<file path="src/rtl/ppi_pkg.sv">
package ppi_pkg;
  localparam int PORT_W = 8;
  localparam int NIB_W  = PORT_W / 2;
  localparam int SEL_W  = $clog2(PORT_W);
  localparam int CW_W   = 8;

  typedef enum logic [1:0] {
    SEL_PA = 2'b00,
    SEL_PB = 2'b01,
    SEL_PC = 2'b10,
    SEL_CW = 2'b11
  } reg_sel_e;

  // control word bit positions (1 = input)
  localparam int CW_FLAG  = 7;
  localparam int CW_A_IN  = 4;
  localparam int CW_CU_IN = 3;
  localparam int CW_B_IN  = 1;
  localparam int CW_CL_IN = 0;
  localparam logic [CW_W-1:0] CW_RESET = 8'h9B;

  typedef struct packed {
    logic a_in;
    logic cu_in;
    logic b_in;
    logic cl_in;
  } dir_t;
endpackage

</file>
<file path="src/rtl/ppi_ctrl_reg.sv">
module ppi_ctrl_reg
  import ppi_pkg::*;
(
  input  logic            clk_i,
  input  logic            rst_ni,
  input  logic            wr_i,
  input  logic [CW_W-1:0] wdata_i,
  output logic [CW_W-1:0] ctrl_o,
  output dir_t            dir_o,
  output logic            mode_set_o,
  output logic            bsr_o,
  output logic [SEL_W-1:0] bsr_sel_o,
  output logic            bsr_val_o
);
  logic [CW_W-1:0] ctrl_q;
  logic            mode_word;
  logic            mode_legal;

  assign mode_word  = wdata_i[CW_FLAG];
  assign mode_legal = ~(wdata_i[6] | wdata_i[5] | wdata_i[2]);
  assign mode_set_o = wr_i & mode_word & mode_legal;
  assign bsr_o      = wr_i & ~mode_word;
  assign bsr_sel_o  = wdata_i[SEL_W:1];
  assign bsr_val_o  = wdata_i[0];

  always_ff @(posedge clk_i or negedge rst_ni) begin
    if (!rst_ni)         ctrl_q <= CW_RESET;
    else if (mode_set_o) ctrl_q <= wdata_i;
  end

  assign ctrl_o      = ctrl_q;
  assign dir_o.a_in  = ctrl_q[CW_A_IN];
  assign dir_o.cu_in = ctrl_q[CW_CU_IN];
  assign dir_o.b_in  = ctrl_q[CW_B_IN];
  assign dir_o.cl_in = ctrl_q[CW_CL_IN];

  p_bad_mode_ignored_r5: assert property (@(posedge clk_i) disable iff (!rst_ni)
    (wr_i && wdata_i[CW_FLAG] && (wdata_i[6] || wdata_i[5] || wdata_i[2])) |=> $stable(ctrl_q));

  p_bsr_keeps_dir_r6: assert property (@(posedge clk_i) disable iff (!rst_ni)
    (wr_i && !wdata_i[CW_FLAG]) |=> $stable(ctrl_q));
endmodule

</file>
<file path="src/rtl/ppi_latch.sv">
module ppi_latch #(
  parameter int W = 8
) (
  input  logic         clk_i,
  input  logic         rst_ni,
  input  logic         clr_i,
  input  logic [W-1:0] we_i,
  input  logic [W-1:0] wdata_i,
  output logic [W-1:0] q_o
);
  logic [W-1:0] q;

  for (genvar i = 0; i < W; i++) begin : g_bit
    always_ff @(posedge clk_i or negedge rst_ni) begin
      if (!rst_ni)       q[i] <= 1'b0;
      else if (clr_i)    q[i] <= 1'b0;
      else if (we_i[i])  q[i] <= wdata_i[i];
    end
  end

  assign q_o = q;

  p_clear_on_mode_r4: assert property (@(posedge clk_i) disable iff (!rst_ni)
    clr_i |=> (q_o == '0));

  p_hold_idle_r7: assert property (@(posedge clk_i) disable iff (!rst_ni)
    (!clr_i && we_i == '0) |=> $stable(q_o));
endmodule

</file>
<file path="src/rtl/ppi_read_mux.sv">
module ppi_read_mux
  import ppi_pkg::*;
(
  input  reg_sel_e          sel_i,
  input  dir_t              dir_i,
  input  logic [CW_W-1:0]   ctrl_i,
  input  logic [PORT_W-1:0] la_i,
  input  logic [PORT_W-1:0] lb_i,
  input  logic [PORT_W-1:0] lc_i,
  input  logic [PORT_W-1:0] pa_i,
  input  logic [PORT_W-1:0] pb_i,
  input  logic [PORT_W-1:0] pc_i,
  output logic [PORT_W-1:0] rdata_o
);
  logic [PORT_W-1:0] a_val, b_val, c_val;

  assign a_val = dir_i.a_in ? pa_i : la_i;
  assign b_val = dir_i.b_in ? pb_i : lb_i;
  assign c_val[PORT_W-1:NIB_W] = dir_i.cu_in ? pc_i[PORT_W-1:NIB_W] : lc_i[PORT_W-1:NIB_W];
  assign c_val[NIB_W-1:0]      = dir_i.cl_in ? pc_i[NIB_W-1:0]      : lc_i[NIB_W-1:0];

  always_comb begin
    unique case (sel_i)
      SEL_PA:  rdata_o = a_val;
      SEL_PB:  rdata_o = b_val;
      SEL_PC:  rdata_o = c_val;
      default: rdata_o = ctrl_i;
    endcase
  end
endmodule

</file>
<file path="src/rtl/ppi_top.sv">
module ppi_top
  import ppi_pkg::*;
(
  input  logic              clk_i,
  input  logic              rst_ni,
  input  logic              cs_ni,
  input  logic              rd_ni,
  input  logic              wr_ni,
  input  logic [1:0]        addr_i,
  input  logic [CW_W-1:0]   data_i,
  output logic [CW_W-1:0]   data_o,
  output logic              data_oe_o,
  input  logic [PORT_W-1:0] pa_i,
  output logic [PORT_W-1:0] pa_o,
  output logic [PORT_W-1:0] pa_oe_o,
  input  logic [PORT_W-1:0] pb_i,
  output logic [PORT_W-1:0] pb_o,
  output logic [PORT_W-1:0] pb_oe_o,
  input  logic [PORT_W-1:0] pc_i,
  output logic [PORT_W-1:0] pc_o,
  output logic [PORT_W-1:0] pc_oe_o
);
  reg_sel_e          sel;
  logic              wr_en, rd_en;
  logic [CW_W-1:0]   ctrl;
  dir_t              dir;
  logic              mode_set, bsr;
  logic [SEL_W-1:0]  bsr_sel;
  logic              bsr_val;
  logic [PORT_W-1:0] la, lb, lc;
  logic [PORT_W-1:0] pa_we, pb_we, pc_we, pc_wdata;
  logic [PORT_W-1:0] rdata;

  assign sel   = reg_sel_e'(addr_i);
  assign wr_en = ~cs_ni & ~wr_ni;
  assign rd_en = ~cs_ni & ~rd_ni;

  ppi_ctrl_reg u_ctrl (
    .clk_i      (clk_i),
    .rst_ni     (rst_ni),
    .wr_i       (wr_en && sel == SEL_CW),
    .wdata_i    (data_i),
    .ctrl_o     (ctrl),
    .dir_o      (dir),
    .mode_set_o (mode_set),
    .bsr_o      (bsr),
    .bsr_sel_o  (bsr_sel),
    .bsr_val_o  (bsr_val)
  );

  assign pa_we = {PORT_W{wr_en && sel == SEL_PA}};
  assign pb_we = {PORT_W{wr_en && sel == SEL_PB}};

  always_comb begin
    if (wr_en && sel == SEL_PC) begin
      pc_we    = '1;
      pc_wdata = data_i;
    end else if (bsr) begin
      pc_we    = PORT_W'(1) << bsr_sel;
      pc_wdata = {PORT_W{bsr_val}};
    end else begin
      pc_we    = '0;
      pc_wdata = data_i;
    end
  end

  ppi_latch #(.W(PORT_W)) u_la (
    .clk_i(clk_i), .rst_ni(rst_ni), .clr_i(mode_set), .we_i(pa_we), .wdata_i(data_i), .q_o(la));
  ppi_latch #(.W(PORT_W)) u_lb (
    .clk_i(clk_i), .rst_ni(rst_ni), .clr_i(mode_set), .we_i(pb_we), .wdata_i(data_i), .q_o(lb));
  ppi_latch #(.W(PORT_W)) u_lc (
    .clk_i(clk_i), .rst_ni(rst_ni), .clr_i(mode_set), .we_i(pc_we), .wdata_i(pc_wdata), .q_o(lc));

  ppi_read_mux u_rmux (
    .sel_i   (sel),
    .dir_i   (dir),
    .ctrl_i  (ctrl),
    .la_i    (la),
    .lb_i    (lb),
    .lc_i    (lc),
    .pa_i    (pa_i),
    .pb_i    (pb_i),
    .pc_i    (pc_i),
    .rdata_o (rdata)
  );

  assign data_oe_o = rd_en;
  assign data_o    = rd_en ? rdata : '0;

  assign pa_o    = la;
  assign pb_o    = lb;
  assign pc_o    = lc;
  assign pa_oe_o = {PORT_W{~dir.a_in}};
  assign pb_oe_o = {PORT_W{~dir.b_in}};
  assign pc_oe_o = {{NIB_W{~dir.cu_in}}, {NIB_W{~dir.cl_in}}};

  p_deselected_frozen_r3: assert property (@(posedge clk_i) disable iff (!rst_ni)
    cs_ni |=> ($stable(ctrl) && $stable(la) && $stable(lb) && $stable(lc)));

  p_bsr_single_bit_r6: assert property (@(posedge clk_i) disable iff (!rst_ni)
    bsr |=> ($countones(lc ^ $past(lc)) <= 1 && $stable(la) && $stable(lb)));
endmodule

</file>
<file path="config.mk">
export PLATFORM = sky130hd
export DESIGN_NAME = ppi_top
export DESIGN_NICKNAME = d
export VERILOG_FILES = /design/src/rtl/ppi_pkg.sv /design/src/rtl/ppi_ctrl_reg.sv /design/src/rtl/ppi_latch.sv /design/src/rtl/ppi_read_mux.sv /design/src/rtl/ppi_top.sv
export SDC_FILE = /design/constraint.sdc
export NUM_CORES = 1
export LEC_CHECK = 0
export ABC_AREA = 1
export BUFFER_PORTS_ARGS = -buffer_cell sky130_fd_sc_hd__buf_4
export CELL_PAD_IN_SITES_DETAIL_PLACEMENT = 1
export CELL_PAD_IN_SITES_GLOBAL_PLACEMENT = 1
export CORE_ASPECT_RATIO = 2
export CORE_MARGIN = 3
export CORE_UTILIZATION = 33
export DETAILED_ROUTE_END_ITERATION = 12
export GPL_ROUTABILITY_DRIVEN = 0
export GPL_TIMING_DRIVEN = 0
export PLACE_DENSITY_LB_ADDON = 0.1
export SYNTH_ARGS = -nofsm -noshare
export SYNTH_HDL_FRONTEND = slang
export SYNTH_HIERARCHICAL = 1
export SYNTH_SLANG_ARGS = --single-unit
</file>
<file path="constraint.sdc">
create_clock -name clk_i -period 1.5 [get_ports clk_i]
set_clock_uncertainty 0.05 [all_clocks]
set_input_delay 0.075 -clock clk_i [delete_from_list [all_inputs] [get_ports clk_i]]
set_output_delay 0.075 -clock clk_i [all_outputs]
set_load 0.005 [all_outputs]
</file>
* Yosys cells after proc, flatten, opt, wreduce, memory -nomap -nowiden
Cells that the tools add are included. W data, S select, Z words.
Operators by class: eq/ne operators 3, shift-type cells 1, multiplexer cells 58, bitwise gates (word level) 16, reduce and logical (&&, ||, !) cells 15
Operator list (count):
- $mux W8 | 7
- $mux W1 | 48
- $pmux W8 S3 | 1
- $reduce_bool A2 Y1 | 10
- $not A1 Y1 | 9
- $mux W4 | 2
- $shl A1 B3 Y8 const A | 1
- $and A1 B1 Y1 | 5
- $eq A2 B2 Y1 const B | 2
- $logic_and A1 B1 Y1 | 4
- $eq A2 B1 Y1 const B | 1
- $logic_not A2 Y1 | 1
- $or A1 B1 Y1 | 2
Word-level totals: flip-flop bits (word level) 32, input bits 39, output and inout bits 57

* Logic depth before layout (Yosys ltp)
Gate-level depths: netlist (run 1).
depth after elaboration 8, mapped depth 12, gate-level depth less buffers 12

* By module
The synthesis (run 1) kept the hierarchy.
Modules (own cells, without submodules):
- ppi_latch | times used 3, cells an instance 42, area an instance 350.3 um^2, sequential area each 200.2 um^2
- ppi_read_mux | times used 1, cells an instance 140, area an instance 590.6 um^2, sequential area each 0.0 um^2
- ppi_top | times used 1, cells an instance 112, area an instance 580.6 um^2, sequential area each 0.0 um^2
- ppi_ctrl_reg | times used 1, cells an instance 43, area an instance 391.6 um^2, sequential area each 206.4 um^2

* Least setup slack after synthesis (run 1)
OpenSTA, ideal clock, no wires.
path kind input to register, start input port cs_ni, end register u_lb.q[6] (netlist: u_lb/q_o[6]), arrival 1.368 ns, required time 1.333 ns, slack -0.035 ns, stages on the path 6, path buffers 0, path through nor2_8 -> inv_2 -> nor3_1 -> nor2_1 -> nand2_1 -> nand2_1
RTL lines:
- start, declared | line ppi_top.sv:6 | input logic cs_ni,
- $not A1 Y1 | line ppi_top.sv:35 | assign wr_en = ~cs_ni & ~wr_ni;
- $and A1 B1 Y1 | line ppi_top.sv:35
- $logic_and A1 B1 Y1 | line ppi_top.sv:52 | assign pb_we = {PORT_W{wr_en && sel == SEL_PB}};
- named net pb_we[0] | line ppi_top.sv:31 | logic [PORT_W-1:0] pa_we, pb_we, pc_we, pc_wdata;
- $reduce_bool A2 Y1 (no source line)
- end signal, assigned by index | line ppi_latch.sv:17 | else if (we_i[i]) q[i] <= wdata_i[i];
- end, declared | line ppi_latch.sv:11 | logic [W-1:0] q;
The timed path passes the listed nets, and every way through them passes these cells. A chain may end at the register's enable or synchronous reset.

* Worst setup path in the final report (run 1)
start register u_ctrl.ctrl_q[4] (netlist: u_ctrl/ctrl_o[4]), end output port data_o[5]
On the way: word-level cells in the longest chain between the ends 3
RTL lines:
- start, declared | line ppi_ctrl_reg.sv:15 | logic [CW_W-1:0] ctrl_q;
- start signal, assigned | line ppi_ctrl_reg.sv:28 | else if (mode_set_o) ctrl_q <= wdata_i;
- $mux W8 | line ppi_read_mux.sv:17 | assign a_val = dir_i.a_in ? pa_i : la_i;
- $pmux W8 S3 | line ppi_read_mux.sv:23 | unique case (sel_i)
- named net rdata[5] | line ppi_top.sv:32 | logic [PORT_W-1:0] rdata;
- $mux W8 | line ppi_top.sv:88 | assign data_o = rd_en ? rdata : '0;
- end, declared | line ppi_top.sv:11 | output logic [CW_W-1:0] data_o,
The timed path passes the listed nets, and every way through them passes these cells.

==> results of run 1 <==
state kept, by name, indices dropped and copies added (netlist names):
name and cells:
u_lc/q_o 8, u_ctrl/ctrl_o 8, u_lb/q_o 8, u_la/q_o 8
cells in the final DEF (no fill, tap or decap), types with 2 or more instances in the layout:
master and instances:
nand2_1 146, buf_4 125, inv_1 58, nand3_1 45, nor2_1 35, dfrtp_1 27, nand2_2 15, buf_6 9
nand4_1 8, inv_2 7, o21ai_1 7, clkbuf_16 5, dfstp_2 5, nand3_2 5, inv_6 4, nand2_4 3
buf_2 3, nor3_2 3, nor2_4 3, nor2_2 3, o21ai_0 3, nor2_8 2, o21ai_2 2, clkbuf_1 2
nand3_4 2
cell type report:
type,instances,area [um^2]
well taps,94,118
flip-flops and latches,32,807
plain buffers,34,287
inverters,71,295
clock buffers,8,146
multi-input cells,283,1360
repair buffers,104,778
fillers,1061,3860
through the flow:
stage	power (mW)	cell area, um^2	TNS, ps
finish	3.31	3790	-1540
floorplan	1.66	2610	-69.9
detailed placement	2.26	3450	-11290
global route	3.54	3790	-2300
CTS	3.32	3720	-1580
global placement	2.23	3440	-12210
per-layer routing:
metal,vias up,share of wire [%]
li1,1472,-
met1,1332,33
met2,92,56
met3,25,4.3
met4,0,6.5
met5,-,0
logic make-up after synthesis:
kind of cell / after synthesis / share of synthesized area [%]
simple gates: 271 / 45.7
buf+inv: 106 / 21.2
compound gates: 12 / 2.30
flops: 32 / 30.9
path summary, 6_finish.rpt:
| kind | startpoint | to | slack [ps] | cells after the start |
|---|---|---|---|---|
| max | u_ctrl/ctrl_o[4]$_DFFE_PN1P_ | data_o[5] | -210 | 9 |
| min | data_i[1] | u_ctrl/ctrl_o[1]$_DFFE_PN1P_ | 50 | 3 |
| max reg2reg | u_ctrl/ctrl_o[1]$_DFFE_PN1P_ | u_ctrl/ctrl_o[1]$_DFFE_PN1P_ | 600 | 3 |
| min reg2reg | u_ctrl/ctrl_o[7]$_DFFE_PN1P_ | u_ctrl/ctrl_o[7]$_DFFE_PN1P_ | 410 | 2 |
| max in group asynchronous | rst_ni | u_ctrl/ctrl_o[1]$_DFFE_PN1P_ | 820 | 2 |
| min in group asynchronous | rst_ni | u_lc/q_o[0]$_DFFE_PN0P_ | 240 | 2 |
tightest hold or removal path: stages:
cell and delay, ps:
buf_4 140, nand3_1 90, nand2_1 60
power breakdown:
| group | internal, mW | switching [mW] | leakage (nW) |
|---|---|---|---|
| Sequential | 1.02 | 0.140 | 0.385 |
| Combinational | 0.591 | 0.582 | 1.66 |
| Clock | 0.658 | 0.318 | 0.0712 |
| Total | 2.27 | 1.04 | 2.12 |
timing repair:
| action | CTS | global route |
|---|---|---|
| endpoints found under the setup margin | 32 | 32 |
| endpoints found under the hold margin | 27 | 0 |
| pin swaps | 14 | 8 |
| cloned | 2 | 0 |
| buffers inserted | 2 | 4 |
| resized for setup | 29 | 11 |
| hold buffers | 1 | 0 |
==> impl_results.html, run 1 <==
<table>
<tr><th>Metric</th><th>Value</th></tr>
<tr><th colspan="2">Status</th></tr>
<tr><td>Status</td><td>finished with violations</td></tr>
<tr><td>Violations in the final reports</td><td>negative setup slack</td></tr>
<tr><th colspan="2">Synth</th></tr>
<tr><td>Count of unique library cells instantiated by Yosys</td><td>22</td></tr>
<tr><td>Number of synthesized flops with an enable pin</td><td>0</td></tr>
<tr><td>Share of synthesized area occupied by flip-flops and latches</td><td>30.9%</td></tr>
<tr><td>Mean Syn Cell Area</td><td>6.21 um^2</td></tr>
<tr><td>Count leader, synth</td><td>nand2_1</td></tr>
<tr><td>Primary FF master, synth</td><td>dfrtp_1</td></tr>
<tr><td>Number of flip-flops and latches in the synthesized netlist</td><td>32</td></tr>
<tr><td>Dominant cells by area after synthesis</td><td>dfrtp_1 26%, nand2_1 23%, nand3_1 10%</td></tr>
<tr><td>Post-synth top cells</td><td>158 x nand2_1, 58 x inv_1, 52 x nand3_1, 36 x nor2_1, 28 x buf_4</td></tr>
<tr><td>Share of the synthesized area in the top cell type</td><td>25.8%</td></tr>
<tr><td>Synth Net Count</td><td>460</td></tr>
<tr><td>Synth Warn #</td><td>6</td></tr>
<tr><td>Gate Count Post-Synth</td><td>421</td></tr>
<tr><td>Biggest area consumer among synthesized cells</td><td>dfrtp_1</td></tr>
<tr><td>Fraction of synthesis flops using an asynchronous set or reset pin</td><td>100%</td></tr>
<tr><td>Cell area after technology mapping</td><td>2610 um^2</td></tr>
<tr><th colspan="2">Power and ir drop</th></tr>
<tr><td>Peak supply drop</td><td>0.467 mV</td></tr>
<tr><td>Cell Pwr Density</td><td>872 nW/um^2</td></tr>
<tr><td>Leakage component of the power</td><td>2.12 nW</td></tr>
<tr><th colspan="2">Worst setup path</th></tr>
<tr><td>Worst-path fanout max</td><td>8</td></tr>
<tr><td>CP startpoint kind</td><td>flip-flop</td></tr>
<tr><td>Most common cell on crit path</td><td>buf_6</td></tr>
<tr><td>Required time worst endpoint</td><td>1370 ps</td></tr>
<tr><td>Element type at the critical path end</td><td>output port</td></tr>
<tr><td>CP Data Arrival Time</td><td>1580 ps</td></tr>
<tr><td>Family with the most delay on the worst path</td><td>flip-flops</td></tr>
<tr><td>Critical Path Slowest Stage Cell</td><td>dfstp_2</td></tr>
<tr><td>Largest stage delay on the critical path</td><td>540 ps</td></tr>
<tr><td>Worst-path cell chain</td><td>buf_6 -&gt; buf_6 -&gt; inv_8 -&gt; nand2_2 -&gt; nand3_2 -&gt; nand4_1 -&gt; inv_1 -&gt; nor2_1 -&gt; buf_4</td></tr>
<tr><td>WP buf/inv</td><td>5</td></tr>
<tr><td>Category of the most critical setup path</td><td>reg -&gt; out</td></tr>
<tr><th colspan="2">Drt</th></tr>
<tr><td>First-pass iteration count of the detailed router</td><td>4</td></tr>
<tr><td>Residual DRC</td><td>0</td></tr>
<tr><td>Post-Route WL</td><td>9430 um</td></tr>
<tr><td>Vias post-DR</td><td>2,921</td></tr>
<tr><td>Detailed-route vias per instance</td><td>4.67</td></tr>
<tr><td>Number of antenna-violating nets in the routed design</td><td>0</td></tr>
<tr><td>First-iteration detailed-routing DRC count</td><td>75</td></tr>
<tr><td>Post-DR wirelength/cell</td><td>15.1 um</td></tr>
<tr><th colspan="2">Cells and area</th></tr>
<tr><td>Antenna diode count</td><td>0</td></tr>
<tr><td>Final non-filler cell total</td><td>626</td></tr>
<tr><td>Share of layout cells above drive strength 1</td><td>37.4%</td></tr>
<tr><td>Utilization after layout</td><td>49.6%</td></tr>
<tr><td>Total Nets Final</td><td>570</td></tr>
<tr><td>Area growth syn-to-layout</td><td>45.2%</td></tr>
<tr><th colspan="2">Clock tree</th></tr>
<tr><td>Clock tree sinks</td><td>32</td></tr>
<tr><td>Clock slew at the register clock pins of the worst setup and hold paths</td><td>50 ps</td></tr>
<tr><td>Number of buffers created by CTS</td><td>5</td></tr>
<tr><td>Number of levels the H-tree was split into</td><td>2</td></tr>
<tr><td>Clock tree from TritonCTS</td><td>built</td></tr>
<tr><td>Clock Path Buffers</td><td>2</td></tr>
<tr><td>Latest clock arrival within the worst-skew pair</td><td>270 ps</td></tr>
<tr><td>Master cell of the clock root buffer</td><td>clkbuf_16</td></tr>
<tr><th colspan="2">Global routing</th></tr>
<tr><td>Global-route met3 utilization</td><td>1.45%</td></tr>
<tr><td>Antenna violations before repair</td><td>0</td></tr>
<tr><td>Largest net degree at the start of global routing</td><td>33</td></tr>
<tr><td>Vias in the first global route</td><td>3,004</td></tr>
<tr><td>Aggregate global-route resource usage</td><td>22.2%</td></tr>
<tr><td>Met2 capacity usage during global routing</td><td>41.3%</td></tr>
<tr><td>Remaining global-route overflow</td><td>0</td></tr>
<tr><td>Met1 Use GR</td><td>21.8%</td></tr>
<tr><td>Peak-usage layer in the global routing report</td><td>met2</td></tr>
<tr><td>Wire length of the first global-routing pass</td><td>15,100 um</td></tr>
<tr><th colspan="2">Worst hold path</th></tr>
<tr><td>Min-delay worst type</td><td>in -&gt; reg</td></tr>
<tr><th colspan="2">STA</th></tr>
<tr><td>Achievable clock frequency</td><td>585 MHz</td></tr>
<tr><td>Number of hold violations in the final report</td><td>0</td></tr>
<tr><td>Smallest hold slack</td><td>45.7 ps</td></tr>
<tr><td>Fin crit period</td><td>1710 ps</td></tr>
<tr><td>Slew at the pin closest to its max-slew limit</td><td>918 ps</td></tr>
<tr><td>Fin. max-slew vios</td><td>0</td></tr>
<tr><td>Final worst-path setup slack</td><td>-210 ps</td></tr>
<tr><td>RSZ-0062 raised after global routing</td><td>true</td></tr>
<tr><td>Setup-failing EPs final</td><td>8</td></tr>
<tr><td>Part of the cycle the worst path needs</td><td>114%</td></tr>
<tr><td>Max transition margin</td><td>38.4%</td></tr>
<tr><th colspan="2">Die</th></tr>
<tr><td>Std cell rows</td><td>45</td></tr>
<tr><td>Starting utilization of the core area</td><td>34.1%</td></tr>
<tr><td>Die Outline Area</td><td>9090 um^2</td></tr>
<tr><td>Area inside the core boundary</td><td>7660 um^2</td></tr>
<tr><td>I/O pin total</td><td>96</td></tr>
<tr><td>Die outline width</td><td>68.9 um</td></tr>
<tr><td>Height of the die</td><td>132 um</td></tr>
<tr><th colspan="2">Placed design</th></tr>
<tr><td>Worst slack after detailed placement</td><td>-607 ps</td></tr>
<tr><td>Hpwl dp</td><td>7800 um</td></tr>
<tr><td>Placed Cells</td><td>610</td></tr>
<tr><td>Port Buf Inserts</td><td>95</td></tr>
<tr><th colspan="2">Run</th></tr>
<tr><td>Maxcap violations</td><td>0</td></tr>
</table>
(Power assumes the default switching activity.)
==> run 2, diff against run 1 <==
--- a/config.mk
+++ b/config.mk
@@ -5,13 +5,13 @@
 export SDC_FILE = /design/constraint.sdc
 export NUM_CORES = 1
 export LEC_CHECK = 0
-export ABC_AREA = 1
 export BUFFER_PORTS_ARGS = -buffer_cell sky130_fd_sc_hd__buf_4
 export CELL_PAD_IN_SITES_DETAIL_PLACEMENT = 1
 export CELL_PAD_IN_SITES_GLOBAL_PLACEMENT = 1
 export CORE_ASPECT_RATIO = 2
 export CORE_MARGIN = 3
-export CORE_UTILIZATION = 33
+export CORE_UTILIZATION = 36
+export CTS_CLUSTER_DIAMETER = 200
 export DETAILED_ROUTE_END_ITERATION = 12
 export GPL_ROUTABILITY_DRIVEN = 0
 export GPL_TIMING_DRIVEN = 0
==> run 2 against run 1 <==
  * The flow still finishes with violations (negative setup slack)
  * Register-to-register slack better by 20 ps
  * Worst setup slack worse by 300 ps
  * Flip-flop and latch count unchanged
  * Global-route usage down 2.1 points
  * Core utilization up 6.9 points
  * Wire length down 22%
  * First-iteration DRC count down 52%
  * Hold slack worse by 28 ps
  * Critical path type unchanged
  * Largest cell class unchanged
  * Largest power group is now clock
==> impl_results.html, run 2 <==
<table>
<tr><th>Metric</th><th>Value</th></tr>
<tr><th colspan="2">Status</th></tr>
<tr><td>Status</td><td>finished with violations</td></tr>
<tr><td>Violations in the final reports</td><td>negative setup slack</td></tr>
<tr><th colspan="2">Die</th></tr>
<tr><td>I/O pin total</td><td>96 (unchanged)</td></tr>
<tr><td>Die outline width</td><td>62.9 um (-8.7%)</td></tr>
<tr><td>Starting utilization of the core area</td><td>37.9% (+3.8 points)</td></tr>
<tr><td>Height of the die</td><td>120 um (-9.1%)</td></tr>
<tr><td>Std cell rows</td><td>40 (-11%)</td></tr>
<tr><td>Die Outline Area</td><td>7550 um^2 (-17%)</td></tr>
<tr><td>Area inside the core boundary</td><td>6160 um^2 (-20%)</td></tr>
<tr><th colspan="2">STA</th></tr>
<tr><td>Slew at the pin closest to its max-slew limit</td><td>782 ps (-137 ps)</td></tr>
<tr><td>RSZ-0062 raised after global routing</td><td>true</td></tr>
<tr><td>Fin crit period</td><td>2010 ps (+300 ps)</td></tr>
<tr><td>Achievable clock frequency</td><td>498 MHz (-15%)</td></tr>
<tr><td>Setup-failing EPs final</td><td>8 (unchanged)</td></tr>
<tr><td>Part of the cycle the worst path needs</td><td>134% (+20 points)</td></tr>
<tr><td>Number of hold violations in the final report</td><td>0 (unchanged)</td></tr>
<tr><td>Final-layout setup total negative slack</td><td>-3810 ps (-2270 ps)</td></tr>
<tr><td>Max transition margin</td><td>47.5% (+9.1 points)</td></tr>
<tr><td>Fin. max-slew vios</td><td>0 (unchanged)</td></tr>
<tr><td>Final worst-path setup slack</td><td>-510 ps (-300 ps)</td></tr>
<tr><th colspan="2">Worst setup path</th></tr>
<tr><td>Category of the most critical setup path</td><td>reg -&gt; out</td></tr>
<tr><td>Critical Path Slowest Stage Cell</td><td>dfstp_2</td></tr>
<tr><td>Worst-path fanout max</td><td>5 (-3)</td></tr>
<tr><td>CP startpoint kind</td><td>flip-flop</td></tr>
<tr><td>CP Data Arrival Time</td><td>1880 ps (+300 ps)</td></tr>
<tr><td>Required time worst endpoint</td><td>1370 ps (about the same)</td></tr>
<tr><td>Largest stage delay on the critical path</td><td>540 ps (about the same)</td></tr>
<tr><td>Element type at the critical path end</td><td>output port</td></tr>
<tr><td>Family with the most delay on the worst path</td><td>flip-flops</td></tr>
<tr><td>WP buf/inv</td><td>2 (-3)</td></tr>
<tr><td>Worst-path cell chain</td><td>buf_6 -&gt; mux2_4 -&gt; o211ai_1 -&gt; o221ai_2 -&gt; and2_1 -&gt; buf_4</td></tr>
<tr><th colspan="2">Drt</th></tr>
<tr><td>Post-DR wirelength/cell</td><td>17.7 um (+18%)</td></tr>
<tr><td>Post-Route WL</td><td>7360 um (-22%)</td></tr>
<tr><td>Vias post-DR</td><td>2,050 (-30%)</td></tr>
<tr><td>Residual DRC</td><td>0 (unchanged)</td></tr>
<tr><td>First-iteration detailed-routing DRC count</td><td>36 (-52%)</td></tr>
<tr><td>Number of antenna-violating nets in the routed design</td><td>0 (unchanged)</td></tr>
<tr><td>First-pass iteration count of the detailed router</td><td>4 (unchanged)</td></tr>
<tr><td>Detailed-route vias per instance</td><td>4.94 (+5.9%)</td></tr>
<tr><th colspan="2">Placed design</th></tr>
<tr><td>Port Buf Inserts</td><td>95 (unchanged)</td></tr>
<tr><td>Hpwl dp</td><td>5750 um (-26%)</td></tr>
<tr><td>Placed Cells</td><td>402 (-34%)</td></tr>
<tr><th colspan="2">Run</th></tr>
<tr><td>Maxcap violations</td><td>0 (unchanged)</td></tr>
<tr><th colspan="2">Cells and area</th></tr>
<tr><td>Area growth syn-to-layout</td><td>48.9%</td></tr>
<tr><td>Most common cell after layout, fill and taps aside</td><td>buf_4</td></tr>
<tr><td>Most frequent cells in the layout</td><td>126 x buf_4, 39 x mux2i_1, 27 x dfrtp_1, 25 x nor2_1, 11 x nand2b_1</td></tr>
<tr><td>Antenna diode count</td><td>0 (unchanged)</td></tr>
<tr><td>Share of layout cells above drive strength 1</td><td>57.1% (+20 points)</td></tr>
<tr><td>Total Nets Final</td><td>369 (-35%)</td></tr>
<tr><td>Fill cell count</td><td>725 (-32%)</td></tr>
<tr><td>Final non-filler cell total</td><td>415 (-34%)</td></tr>
<tr><th colspan="2">Synth</th></tr>
<tr><td>Biggest area consumer among synthesized cells</td><td>dfrtp_1</td></tr>
<tr><td>Synth Warn #</td><td>6 (unchanged)</td></tr>
<tr><td>Gate Count Post-Synth</td><td>223 (-47%)</td></tr>
<tr><td>Synth Net Count</td><td>262 (-43%)</td></tr>
<tr><td>Post-synth top cells</td><td>40 x mux2i_1, 29 x buf_4, 27 x dfrtp_1, 25 x nor2_1, 11 x nand2b_1</td></tr>
<tr><td>Fraction of synthesis flops using an asynchronous set or reset pin</td><td>100% (unchanged)</td></tr>
<tr><td>Primary FF master, synth</td><td>dfrtp_1</td></tr>
<tr><td>Number of flip-flops and latches in the synthesized netlist</td><td>32 (unchanged)</td></tr>
<tr><td>Share of the synthesized area in the top cell type</td><td>28.9% (+3.1 points)</td></tr>
<tr><td>Cell area after technology mapping</td><td>2330 um^2 (-11%)</td></tr>
<tr><td>Dominant cells by area after synthesis</td><td>dfrtp_1 29%, mux2i_1 17%, buf_4 9.3%</td></tr>
<tr><td>Mean Syn Cell Area</td><td>10.5 um^2 (+69%)</td></tr>
<tr><td>Share of synthesized area occupied by flip-flops and latches</td><td>34.6% (+3.7 points)</td></tr>
<tr><td>Count of unique library cells instantiated by Yosys</td><td>30 (+36%)</td></tr>
<tr><td>Count leader, synth</td><td>mux2i_1</td></tr>
<tr><td>Number of synthesized flops with an enable pin</td><td>0 (unchanged)</td></tr>
<tr><th colspan="2">Clock tree</th></tr>
<tr><td>Number of levels the H-tree was split into</td><td>2 (unchanged)</td></tr>
<tr><td>Master cell of the clock root buffer</td><td>clkbuf_16</td></tr>
<tr><td>Clock tree sinks</td><td>32 (unchanged)</td></tr>
<tr><td>Clock slew at the register clock pins of the worst setup and hold paths</td><td>50 ps (about the same)</td></tr>
<tr><td>Number of buffers created by CTS</td><td>5 (unchanged)</td></tr>
<tr><td>Latest clock arrival within the worst-skew pair</td><td>280 ps (about the same)</td></tr>
<tr><td>Clock tree from TritonCTS</td><td>built</td></tr>
<tr><td>Clock Path Buffers</td><td>2 (unchanged)</td></tr>
<tr><th colspan="2">Global routing</th></tr>
<tr><td>Aggregate global-route resource usage</td><td>20.1% (-2.1 points)</td></tr>
<tr><td>Remaining global-route overflow</td><td>0 (unchanged)</td></tr>
<tr><td>Antenna violations before repair</td><td>0 (unchanged)</td></tr>
<tr><td>Vias in the first global route</td><td>2,256 (-25%)</td></tr>
<tr><td>Wire length of the first global-routing pass</td><td>11,800 um (-22%)</td></tr>
<tr><td>Largest net degree at the start of global routing</td><td>33 (unchanged)</td></tr>
<tr><th colspan="2">Power and ir drop</th></tr>
<tr><td>Leakage component of the power</td><td>1.63 nW (-23%)</td></tr>
<tr><td>Cell Pwr Density</td><td>1040 nW/um^2 (+20%)</td></tr>
<tr><td>Clock network fraction of total power</td><td>34.3% (+4.8 points)</td></tr>
<tr><td>Switching component of the power</td><td>998 uW (-4.0%)</td></tr>
<tr><td>Internal power summed over all cells</td><td>2.62 mW (+16%)</td></tr>
<tr><td>Sequential share of power</td><td>32.7% (-2.3 points)</td></tr>
<tr><td>Switching share of power</td><td>27.6% (-3.9 points)</td></tr>
<tr><td>Peak supply drop</td><td>0.596 mV (+28%)</td></tr>
<tr><td>Part of the total power dissipated in combinational logic</td><td>33.0% (-2.5 points)</td></tr>
<tr><th colspan="2">Worst hold path</th></tr>
<tr><td>Min-delay worst type</td><td>in -&gt; reg</td></tr>
</table>
run 2: layout make-up:
cell class,count,area (um^2),share of cell area [%]
clock inverter,1,30.0,0.864
multi-input combinational,146,1270,36.5
sequential,32,807,23.2
tap,84,105,3.02
inverter,5,18.8,0.540
buffer,40,342,9.83
clock buffer,7,153,4.39
timing repair buffer,100,753,21.7
run 2: layer usage:
metal	vias up	part of all wire [%]	routed length (um)	global-route usage [%]
li1	965	-	-	-
met3	8	5.1	377	3.09
met4	0	1.7	127	7.47
met1	1003	36	2680	21.0
met5	-	0	0	0
met2	74	57	4180	38.8
run 2: logic make-up (layout without fill, tap and decap cells):
group / Yosys count / after routing / synth area share (%)
muxes: 52 / 52 / 23.9
AOI/OAI and AO/OA: 32 / 32 / 12.9
DFF: 32 / 32 / 34.6
buffers and inverters: 45 / 153 / 14.4
and+or+nand+nor: 62 / 62 / 14.3
run 2: what timing repair did:
item	4_1_cts	5_1_grt
hold buffers	1	0
endpoints found under the setup margin	23	35
setup buffers	3	1
pin swaps	4	4
resized for setup	11	9
hold endpoints to repair	27	0
run 2: power by group through the flow:
stage / sequential (mW) / combinational [mW] / clock [mW]
after floorplan: 1.17 / 0.576 / 0
after global placement: 1.19 / 1.13 / 0
after detailed placement: 1.19 / 1.16 / 0
after CTS: 1.18 / 1.21 / 1.27
after global routing: 1.21 / 1.31 / 1.31
final: 1.18 / 1.20 / 1.24
run 2: through the flow:
step / utilization, % / cell area [um^2] / hold slack, ps / setup WS (ps) / total power, mW
floorplan: - / 2350 / -271 / 3.40 / 1.75
global placement: 51.5 / 3170 / -6.36 / -294 / 2.32
detailed placement: 51.5 / 3170 / -1.04 / -315 / 2.35
CTS: 55.8 / 3430 / 17.4 / -528 / 3.66
global route: 56.5 / 3480 / 24.7 / -601 / 3.83
finish: 56.5 / 3480 / 17.2 / -510 / 3.62
run 2: final timing paths:
kind                                              start  depth (start not counted)  slack, ps                      endpoint
max reg2reg                u_ctrl/ctrl_o[3]$_DFFE_PN1P_                          2        620  u_ctrl/ctrl_o[3]$_DFFE_PN1P_
max                        u_ctrl/ctrl_o[3]$_DFFE_PN1P_                          6       -510                     data_o[5]
min reg2reg                u_ctrl/ctrl_o[6]$_DFFE_PN0P_                          1        440  u_ctrl/ctrl_o[6]$_DFFE_PN0P_
min                                           data_i[4]                          2         20  u_ctrl/ctrl_o[4]$_DFFE_PN1P_
min in group asynchronous                        rst_ni                          2        250       u_la/q_o[1]$_DFFE_PN0P_
max in group asynchronous                        rst_ni                          2        810  u_ctrl/ctrl_o[4]$_DFFE_PN1P_
